## src/rtl/prot_pkg.sv

```systemverilog
package prot_pkg;
  localparam int unsigned LEG_W = 4;
  localparam int unsigned EXT_W = 4;
  localparam int unsigned SCR_W = 2;
  localparam int unsigned CFG_W = LEG_W + EXT_W + 1 + SCR_W;

  // Field order is fixed by the control word layout (MSB first).
  typedef struct packed {
    logic [SCR_W-1:0] scr;
    logic             axi;
    logic [EXT_W-1:0] ext;
    logic [LEG_W-1:0] leg;
  } prot_cfg_t;
endpackage

```

## src/rtl/prot_ctrl_reg.sv

```systemverilog
module prot_ctrl_reg
  import prot_pkg::*;
(
  input  logic             clk,
  input  logic             rst_n,
  input  logic             wr_en,
  input  logic [31:0]      wr_data,
  output prot_cfg_t        cfg,
  output logic [31:0]      rd_data
);
  prot_cfg_t cfg_q, cfg_d;

  always_comb begin
    cfg_d = cfg_q;
    if (wr_en) cfg_d = prot_cfg_t'(wr_data[CFG_W-1:0]);
  end

  always_ff @(posedge clk or negedge rst_n) begin
    if (!rst_n) cfg_q <= '0;
    else if (wr_en) cfg_q <= cfg_d;
  end

  assign cfg     = cfg_q;
  assign rd_data = {{(32-CFG_W){1'b0}}, cfg_q};

  assert_wr_loads_R2: assert property (@(posedge clk) disable iff (!rst_n)
    wr_en |=> rd_data == {{(32-CFG_W){1'b0}}, $past(wr_data[CFG_W-1:0])});
  assert_hold_R2: assert property (@(posedge clk) disable iff (!rst_n)
    !wr_en |=> $stable(rd_data));
endmodule

```

## src/rtl/cutoff_window.sv

```systemverilog
module cutoff_window #(
  parameter int unsigned          ADDR_W = 32,
  parameter int unsigned          CNT_W  = 4,
  parameter logic [ADDR_W-1:0]    REGION_END = '0,
  parameter logic [ADDR_W-1:0]    STEP = '0
) (
  input  logic [CNT_W-1:0]  cnt,
  input  logic [ADDR_W-1:0] addr,
  output logic              hit
);
  logic [ADDR_W-1:0] lo;

  always_comb begin
    lo  = REGION_END - ({{(ADDR_W-CNT_W){1'b0}}, cnt} * STEP);
    hit = (cnt != '0) && (addr >= lo) && (addr < REGION_END);
  end
endmodule

```

## src/rtl/range_hit.sv

```systemverilog
module range_hit #(
  parameter int unsigned       ADDR_W = 32,
  parameter logic [ADDR_W-1:0] BASE = '0,
  parameter logic [ADDR_W-1:0] SIZE = '0
) (
  input  logic              en,
  input  logic [ADDR_W-1:0] addr,
  output logic              hit
);
  logic [ADDR_W-1:0] off;

  always_comb begin
    off = addr - BASE;
    hit = en && (addr >= BASE) && (off < SIZE);
  end
endmodule

```

## src/rtl/dma_cutoff_guard.sv

```systemverilog
module dma_cutoff_guard
  import prot_pkg::*;
#(
  parameter int unsigned       ADDR_W    = 32,
  parameter logic [ADDR_W-1:0] LEG_END   = 32'h2800_0000,
  parameter logic [ADDR_W-1:0] EXT_END   = 32'h3000_0000,
  parameter logic [ADDR_W-1:0] MAIN_STEP = 32'h0080_0000,
  parameter logic [ADDR_W-1:0] SCR_END   = 32'h1F40_0000,
  parameter logic [ADDR_W-1:0] SCR_STEP  = 32'h0010_0000,
  parameter logic [ADDR_W-1:0] AXI_BASE  = 32'h1FF8_0000,
  parameter logic [ADDR_W-1:0] AXI_SIZE  = 32'h0008_0000
) (
  input  logic              clk,
  input  logic              rst_n,
  input  logic              cfg_wr_en,
  input  logic [31:0]       cfg_wr_data,
  output logic [31:0]       cfg_rd_data,
  input  logic              req_valid,
  input  logic [ADDR_W-1:0] req_addr,
  output logic              chk_valid,
  output logic              chk_block
);
  localparam logic [ADDR_W-1:0] EXT_BASE = LEG_END;
  localparam logic [ADDR_W-1:0] LEG_BASE = LEG_END - ADDR_W'(2**LEG_W) * MAIN_STEP;

  // Reset: asserted asynchronously, released on a clock edge.
  logic [1:0] rst_sync_q;
  logic       rst_sn;

  always_ff @(posedge clk or negedge rst_n) begin
    if (!rst_n) rst_sync_q <= 2'b00;
    else        rst_sync_q <= {rst_sync_q[0], 1'b1};
  end
  assign rst_sn = rst_sync_q[1];

  prot_cfg_t cfg;

  prot_ctrl_reg u_ctrl (
    .clk     (clk),
    .rst_n   (rst_sn),
    .wr_en   (cfg_wr_en),
    .wr_data (cfg_wr_data),
    .cfg     (cfg),
    .rd_data (cfg_rd_data)
  );

  logic leg_hit, ext_hit, scr_hit, guard_hit, axi_hit;

  cutoff_window #(.ADDR_W(ADDR_W), .CNT_W(LEG_W), .REGION_END(LEG_END), .STEP(MAIN_STEP))
    u_leg (.cnt(cfg.leg), .addr(req_addr), .hit(leg_hit));

  cutoff_window #(.ADDR_W(ADDR_W), .CNT_W(EXT_W), .REGION_END(EXT_END), .STEP(MAIN_STEP))
    u_ext (.cnt(cfg.ext), .addr(req_addr), .hit(ext_hit));

  cutoff_window #(.ADDR_W(ADDR_W), .CNT_W(SCR_W), .REGION_END(SCR_END), .STEP(SCR_STEP))
    u_scr (.cnt(cfg.scr), .addr(req_addr), .hit(scr_hit));

  range_hit #(.ADDR_W(ADDR_W), .BASE(EXT_BASE), .SIZE(MAIN_STEP))
    u_guard (.en(cfg.leg != '0), .addr(req_addr), .hit(guard_hit));

  range_hit #(.ADDR_W(ADDR_W), .BASE(AXI_BASE), .SIZE(AXI_SIZE))
    u_axi (.en(cfg.axi), .addr(req_addr), .hit(axi_hit));

  // Decision register: next-state and register processes kept apart.
  logic vld_d, vld_q, blk_d, blk_q;

  always_comb begin
    vld_d = req_valid;
    blk_d = req_valid & (leg_hit | ext_hit | scr_hit | guard_hit | axi_hit);
  end

  always_ff @(posedge clk or negedge rst_sn) begin
    if (!rst_sn) begin
      vld_q <= 1'b0;
      blk_q <= 1'b0;
    end else begin
      vld_q <= vld_d;
      blk_q <= blk_d;
    end
  end

  assign chk_valid = vld_q;
  assign chk_block = blk_q;

  assert_vld_follows_req_R10: assert property (@(posedge clk) disable iff (!rst_sn)
    req_valid |=> chk_valid);
  assert_idle_no_vld_R10: assert property (@(posedge clk) disable iff (!rst_sn)
    !req_valid |=> !chk_valid && !chk_block);
  assert_zero_cfg_open_R1: assert property (@(posedge clk) disable iff (!rst_sn)
    (req_valid && cfg_rd_data == 32'd0) |=> !chk_block);
  assert_low_step_free_R4: assert property (@(posedge clk) disable iff (!rst_sn)
    (req_valid && req_addr >= LEG_BASE && req_addr < LEG_BASE + MAIN_STEP) |=> !chk_block);
  assert_leg_bounds_R3: assert property (@(posedge clk) disable iff (!rst_sn)
    leg_hit |-> (req_addr < LEG_END && cfg.leg != '0));
  assert_above_all_free_R9: assert property (@(posedge clk) disable iff (!rst_sn)
    (req_valid && req_addr >= EXT_END) |=> !chk_block);
endmodule

```

## config.mk

```make
export PLATFORM = sky130hd
export DESIGN_NAME = dma_cutoff_guard
export DESIGN_NICKNAME = d
export VERILOG_FILES = /design/src/rtl/prot_pkg.sv /design/src/rtl/prot_ctrl_reg.sv /design/src/rtl/cutoff_window.sv /design/src/rtl/range_hit.sv /design/src/rtl/dma_cutoff_guard.sv
export SDC_FILE = /design/constraint.sdc
export NUM_CORES = 1
export LEC_CHECK = 0
export BUFFER_PORTS_ARGS = -buffer_cell sky130_fd_sc_hd__buf_2
export CAP_MARGIN = 30
export CORE_MARGIN = 3
export CORE_UTILIZATION = 46
export CTS_CLUSTER_SIZE = 14
export DETAILED_ROUTE_END_ITERATION = 10
export MAX_ROUTING_LAYER = met4
export PLACE_DENSITY = 0.9
export SLEW_MARGIN = 20
export SYNTH_ARGS = -nofsm -noshare
export SYNTH_HDL_FRONTEND = slang
export SYNTH_SLANG_ARGS = --single-unit
```

## constraint.sdc

```tcl
create_clock -name clk -period 1.57 [get_ports clk]
set_input_delay 0.471 -clock clk [delete_from_list [all_inputs] [get_ports clk]]
set_output_delay 0.471 -clock clk [all_outputs]
set_load 0.005 [all_outputs]
```

### Yosys cells after proc, flatten, opt, wreduce, memory -nomap -nowiden

Cells that the tools add are included.

* register bits: 15
* input bits: 68
* output and inout bits: 34
* logic and storage cells: 40

* add/subtract/negate cells: 5
* $lt $le $gt $ge: 10
* bitwise logic cells: 5
* reduce and logical (&&, ||, !) cells: 13

Operator list (number)
* $ge 32x32->1: 3
* $lt 32x30->1 const B: 2
* $sub 30x27->31 const A: 2
* $ge 32x29->1 const B: 1
* $ge 32x30->1 const B: 1
* $lt 32x20->1 const B: 1
* $lt 32x24->1 const B: 1
* $lt 32x29->1 const B: 1
* $sub 32x29->32 const B: 1
* $sub 32x30->32 const B: 1
* $sub 29x22->30 const A: 1
* $logic_and 1x1->1: 10
* $reduce_bool 4->1: 2
* $or 1x1->1: 4
* $reduce_bool 2->1: 1
* $and 1x1->1: 1

### Depth between registers and ports, before layout

* word-level depth: 9
* depth in mapped cells: 10
* depth with buffers taken out: 10

### Modules after synthesis

From an unflattened synthesis, not the netlist that was laid out.

* cells, all modules: 193
* area, all modules: 1828.0 sq um

Modules (own cells, without submodules)
* prot_ctrl_reg: times used 1, cells each 56, area each 691.9 sq um, sequential area each 275.3 sq um
* cutoff_window at u_ext: times used 1, cells each 36, area each 274.0 sq um, sequential area each 0.0 sq um
* cutoff_window at u_leg: times used 1, cells each 32, area each 252.7 sq um, sequential area each 0.0 sq um
* range_hit at u_axi: times used 1, cells each 28, area each 209.0 sq um, sequential area each 0.0 sq um
* cutoff_window at u_scr: times used 1, cells each 25, area each 203.9 sq um, sequential area each 0.0 sq um
* dma_cutoff_guard: times used 1, cells each 8, area each 126.4 sq um, sequential area each 100.1 sq um
* range_hit at u_guard: times used 1, cells each 8, area each 70.1 sq um, sequential area each 0.0 sq um

### Worst setup path before layout

OpenSTA, ideal clock, no wires.

* path kind: register to register
* start point: register u_ctrl.cfg_q (netlist bit u_ctrl.cfg[0])
* end point: register blk_q (netlist: chk_block)
* setup time: 124 ps
* arrival time: 2137 ps
* required time: 1446 ps
* slack: -691 ps
* cell stages (with the launch flop): 10
* path buffers: 0
* period minus slack after synthesis: 2261 ps
* path through: dfrtp_1 > inv_1 > ha_1 > or3b_2 > ha_1 > a21oi_1 > o21ai_0 > o211ai_1 > o41ai_2 > o31a_1

* longest elaborated chain between the ends: 9
* elaborated cells between the ends (all ways): 12
* classes of those cells: add/sub (1); order compare (1); bitwise (5); reduce/logical (5)

Ends and longest elaborated chain
* start, declared: line prot_ctrl_reg.sv:11 `prot_cfg_t cfg_q, cfg_d;`
* start signal, assigned: line prot_ctrl_reg.sv:20 `else if (wr_en) cfg_q <= cfg_d;`
* $sub 30x27->31: line cutoff_window.sv:14 `lo = REGION_END - ({{(ADDR_W-CNT_W){1'b0}}, cnt} * STEP);`
* $ge 32x32->1: line cutoff_window.sv:15 `hit = (cnt != '0) && (addr >= lo) && (addr < REGION_END);`
* $logic_and 1x1->1 (2 in a row): line cutoff_window.sv:15
* $or 1x1->1 (2 in a row): line dma_cutoff_guard.sv:69 `blk_d = req_valid & (leg_hit | ext_hit | scr_hit | guard_hit | axi_hit);`
* $or 1x1->1 (*) (2 in a row): line dma_cutoff_guard.sv:69
* $and 1x1->1 (*): line dma_cutoff_guard.sv:69
* named net blk_d: line dma_cutoff_guard.sv:65 `logic vld_d, vld_q, blk_d, blk_q;`
* end signal, assigned: line dma_cutoff_guard.sv:78 `blk_q <= blk_d;`
* end, declared: line dma_cutoff_guard.sv:65

Mark *: on every way through the listed nets, which the timed path passes. The rest lies on a longest branch.
A chain may end at the register's enable or synchronous reset.

### Final worst setup path

Ends and elaborated chain as after synthesis.

==> key figures <==
Outcome
  • Outcome: complete, but fails checks
  • Failing checks: setup timing

Synthesis
  • Leading area contributor after synthesis: dfrtp_1
  • Cells after Synth: 177
  • YS warnings: 0
  • Mapped cell area: approximately 1600 um2
  • Distinct cell type count of the synthesized netlist: 42
  • Yosys top cell area share: 24.2%
  • Seq/Total Area, Yosys: 24.2%
  • Post-synth ARST share: 100%
  • Post-synth EDFFs: 0
  • Post-synthesis register bit count: 15
  • Top post-synthesis cells by area: dfrtp_1 24%, ha_1 17%, buf_4 11%
  • Syn avg cell area: 8.78 um2
  • Main synth FF type: dfrtp_1

Power and ir drop
  • Power density over the cells: 555 nW/um2
  • Tot Pwr: 0.00124 W
  • Peak supply drop: 0.000399 V
  • Clock power share: 17.7%
  • Sw frac: 34.7%
  • Int Pwr: between 0.0008 and 0.0009 W
  • Lkg Pwr: 1.14 nW
  • Net Switching: about 0.00043 W
  • Seq pwr share: between 30% and 40%
  • Combinational Power Share: 46.2%

STA
  • Clk_skew: 0.00247 ns
  • Setup violations, final: 1
  • Hold Vio Cnt, Final: 0
  • Fmax: 457 MHz
  • Final WS setup: -0.616 ns
  • Post-layout min period: between 2 and 2.5 ns
  • Rel. slew slack: 63.8%
  • RSZ-0062 raised after global routing: yes
  • Slew Limit Fails: 0
  • Final Cycle Share: 139%
  • Slew at the pin closest to its max-slew limit: 0.542 ns

Floorplan
  • Die width: ~64 um
  • Die Y: ~64 um
  • IO Count: 102
  • Core area: 3130 um2
  • Full die area: 4110 um2
  • Starting density of the core: roughly half
  • Num rows: 20

Clocking
  • Clock Sink Count: 15
  • Skew-Pair Late Insertion Delay: 0.28 ns
  • Reg clk slew, reported paths: ~0.090 ns
  • Max clock buf depth: 2
  • CTS tree: yes
  • H-tree levels: 1
  • Clock root buffer master: clkbuf_4
  • Num CTS Buffers: 3

Routing
  • Routed wire length: 4.24 mm
  • Final ANT Viol Nets: 0
  • WL per Instance: 13.4 um
  • DRC Markers: 0
  • TritonRoute pass-1 iters: 4
  • Drt initial violations: 67
  • Via count: 1581
  • Via density: between 5 and 6

Setup path
  • Worst Setup Path Type: flip-flop to flip-flop
  • Setup slack, reg-to-reg: -0.62 ns
  • CP Launch Type: flip-flop
  • Reg2reg end: chk_block
  • Critical Path End Type: flip-flop
  • CP Max Fanout: 3
  • Critical path arrival: 2.36 ns
  • Worst Path Required: 1.75 ns
  • R2r worst-path depth: 9
  • Worst r2r src: u_ctrl.cfg[0]

Flow run
  • Max_cap viols: 0

GRT
  • Grt total ovfl: 0
  • Global-route wire length before repair: 6.56 mm
  • Largest net degree at the start of global routing: 14
  • GR Util All Layers: 20.3%
  • Number of global-route vias before repair: approximately 1500
  • Initial antenna violation count: 0

Cells and area
  • Area delta synth->final: 43.6%
  • Number of diodes: 0
  • Fin area: 2230 um2
  • Layout cell share with drive strength beyond 1: 46.3%
  • Final #Nets: 362
  • Non-filler cells in the finished layout: around 320

Placed design
  • Port bufs: slightly below 60
  • Placer Congestion: 0.899
  • HPWL after detailed placement: 3.48 mm
  • Placed Area: 2110 um2
  • Post-placement cell count: 309

Hold path
  • Worst min path class: flip-flop to async pin
## routing by layer
layer / up-vias / global-route usage (%) / share of wire (%)
li1: 782 / - / -
met1: 731 / 22.7 / 40
met2: 66 / 38.5 / 53
met3: 2 / 4.39 / 7.0
met4: 0 / 1.58 / 0.17
met5: - / - / 0
## stage by stage
stage	utilization [%]	setup TNS, ns	hold WS (ns)	setup slack (ns)
final	71.4	-0.616	0.226	-0.616
after CTS	70.3	-0.561	0.241	-0.561
after floorplan	-	-0.533	0.160	-0.533
after global routing	71.4	-0.713	0.288	-0.705
after global placement	67.4	-0.564	0.222	-0.564
after detailed placement	67.4	-0.643	0.231	-0.643
## final cells by class
class / count / area (um2)
Fill cell: 242 / 896
Clock inverter: 1 / 5.00
Timing Repair Buffer: 96 / 602
Sequential cell: 15 / 375
Inverter: 18 / 67.6
Tap cell: 44 / 55.1
Multi-Input combinational cell: 139 / 1100
Clock buffer: 3 / 22.5
## state kept, by name, summed over array words and instances, names as in the netlist
register and count:
chk_block 1, chk_valid 1, rst_sync_q 2, u_ctrl.cfg 11
## logic make-up after synthesis
family | Yosys count | share of synthesized area, %
buffers and inverters | 43 | 16.2
adders and majority gates | 21 | 16.9
AOI/OAI and AO/OA | 28 | 12.0
muxes | 7 | 4.99
and+or+nand+nor | 56 | 22.5
xor gates and xnor gates | 5 | 2.82
other | 2 | 0.483
DFF | 15 | 24.2
## layout by cell type (no fill, tap or decap), types with 7 or more instances in the layout
cell and count:
nand2_1 12, nand3_1 7, conb_1 22, o21ai_0 11, nor2_1 7, inv_1 16
buf_2 58, buf_4 33, dfrtp_1 15, ha_1 17
## power groups by stage
| stage | registers [W] | clock network (W) | logic [W] |
|---|---|---|---|
| final | 0.000447 | 0.000220 | 0.000573 |
| after global routing | 0.000454 | 0.000243 | 0.000633 |
| after CTS | 0.000445 | 0.000228 | 0.000548 |
| after detailed placement | 0.000453 | 0 | 0.000515 |
| after global placement | 0.000451 | 0 | 0.000490 |
| after floorplan | 0.000458 | 0 | 0.000281 |
## Yosys cell counts, types with 2 or more instances
cell,number
xor2_1,4
ha_1,21
nor4_4,2
o21ai_0,11
nor4_2,2
inv_1,18
conb_1,2
o22ai_1,2
nand2_1,12
nor4_1,4
nor3_1,6
a21oi_1,5
dfrtp_1,15
nor2_1,7
mux2_2,5
buf_4,22
nand4_1,5
clkbuf_1,2
nand3_1,9
## how the worst max path moves through the flow
| stage | end | from | cells after the start |
|---|---|---|---|
| 5_1_grt | chk_block | u_ctrl.cfg[0] | 9 |
| 6_report | chk_block | u_ctrl.cfg[0] | 9 |
| 3_5_place_dp | chk_block | u_ctrl.cfg[4] | 8 |
| 2_1_floorplan | chk_block | u_ctrl.cfg[7] | 7 |
| 3_3_place_gp | chk_block | u_ctrl.cfg[7] | 8 |
| 4_1_cts | chk_block | u_ctrl.cfg[7] | 7 |
## what timing repair did
action,4_1_cts,5_1_grt
endpoints found under the setup margin,1,2
cloned,0,0
hold buffers,1,0
setup buffers,2,1
pin swaps,6,2
gates resized for setup,6,7
hold endpoints to repair,2,0
## worst max-delay path, stage by stage, from the launching register on
cell and delay (ns):
dfrtp_1 0.43, inv_2 0.11, ha_4 0.15, or3b_4 0.40, ha_4 0.23, a21oi_1 0.12, o21ai_0 0.11, o211ai_1 0.20
o41ai_2 0.09, o31a_1 0.23
(Power assumes the default switching activity.)
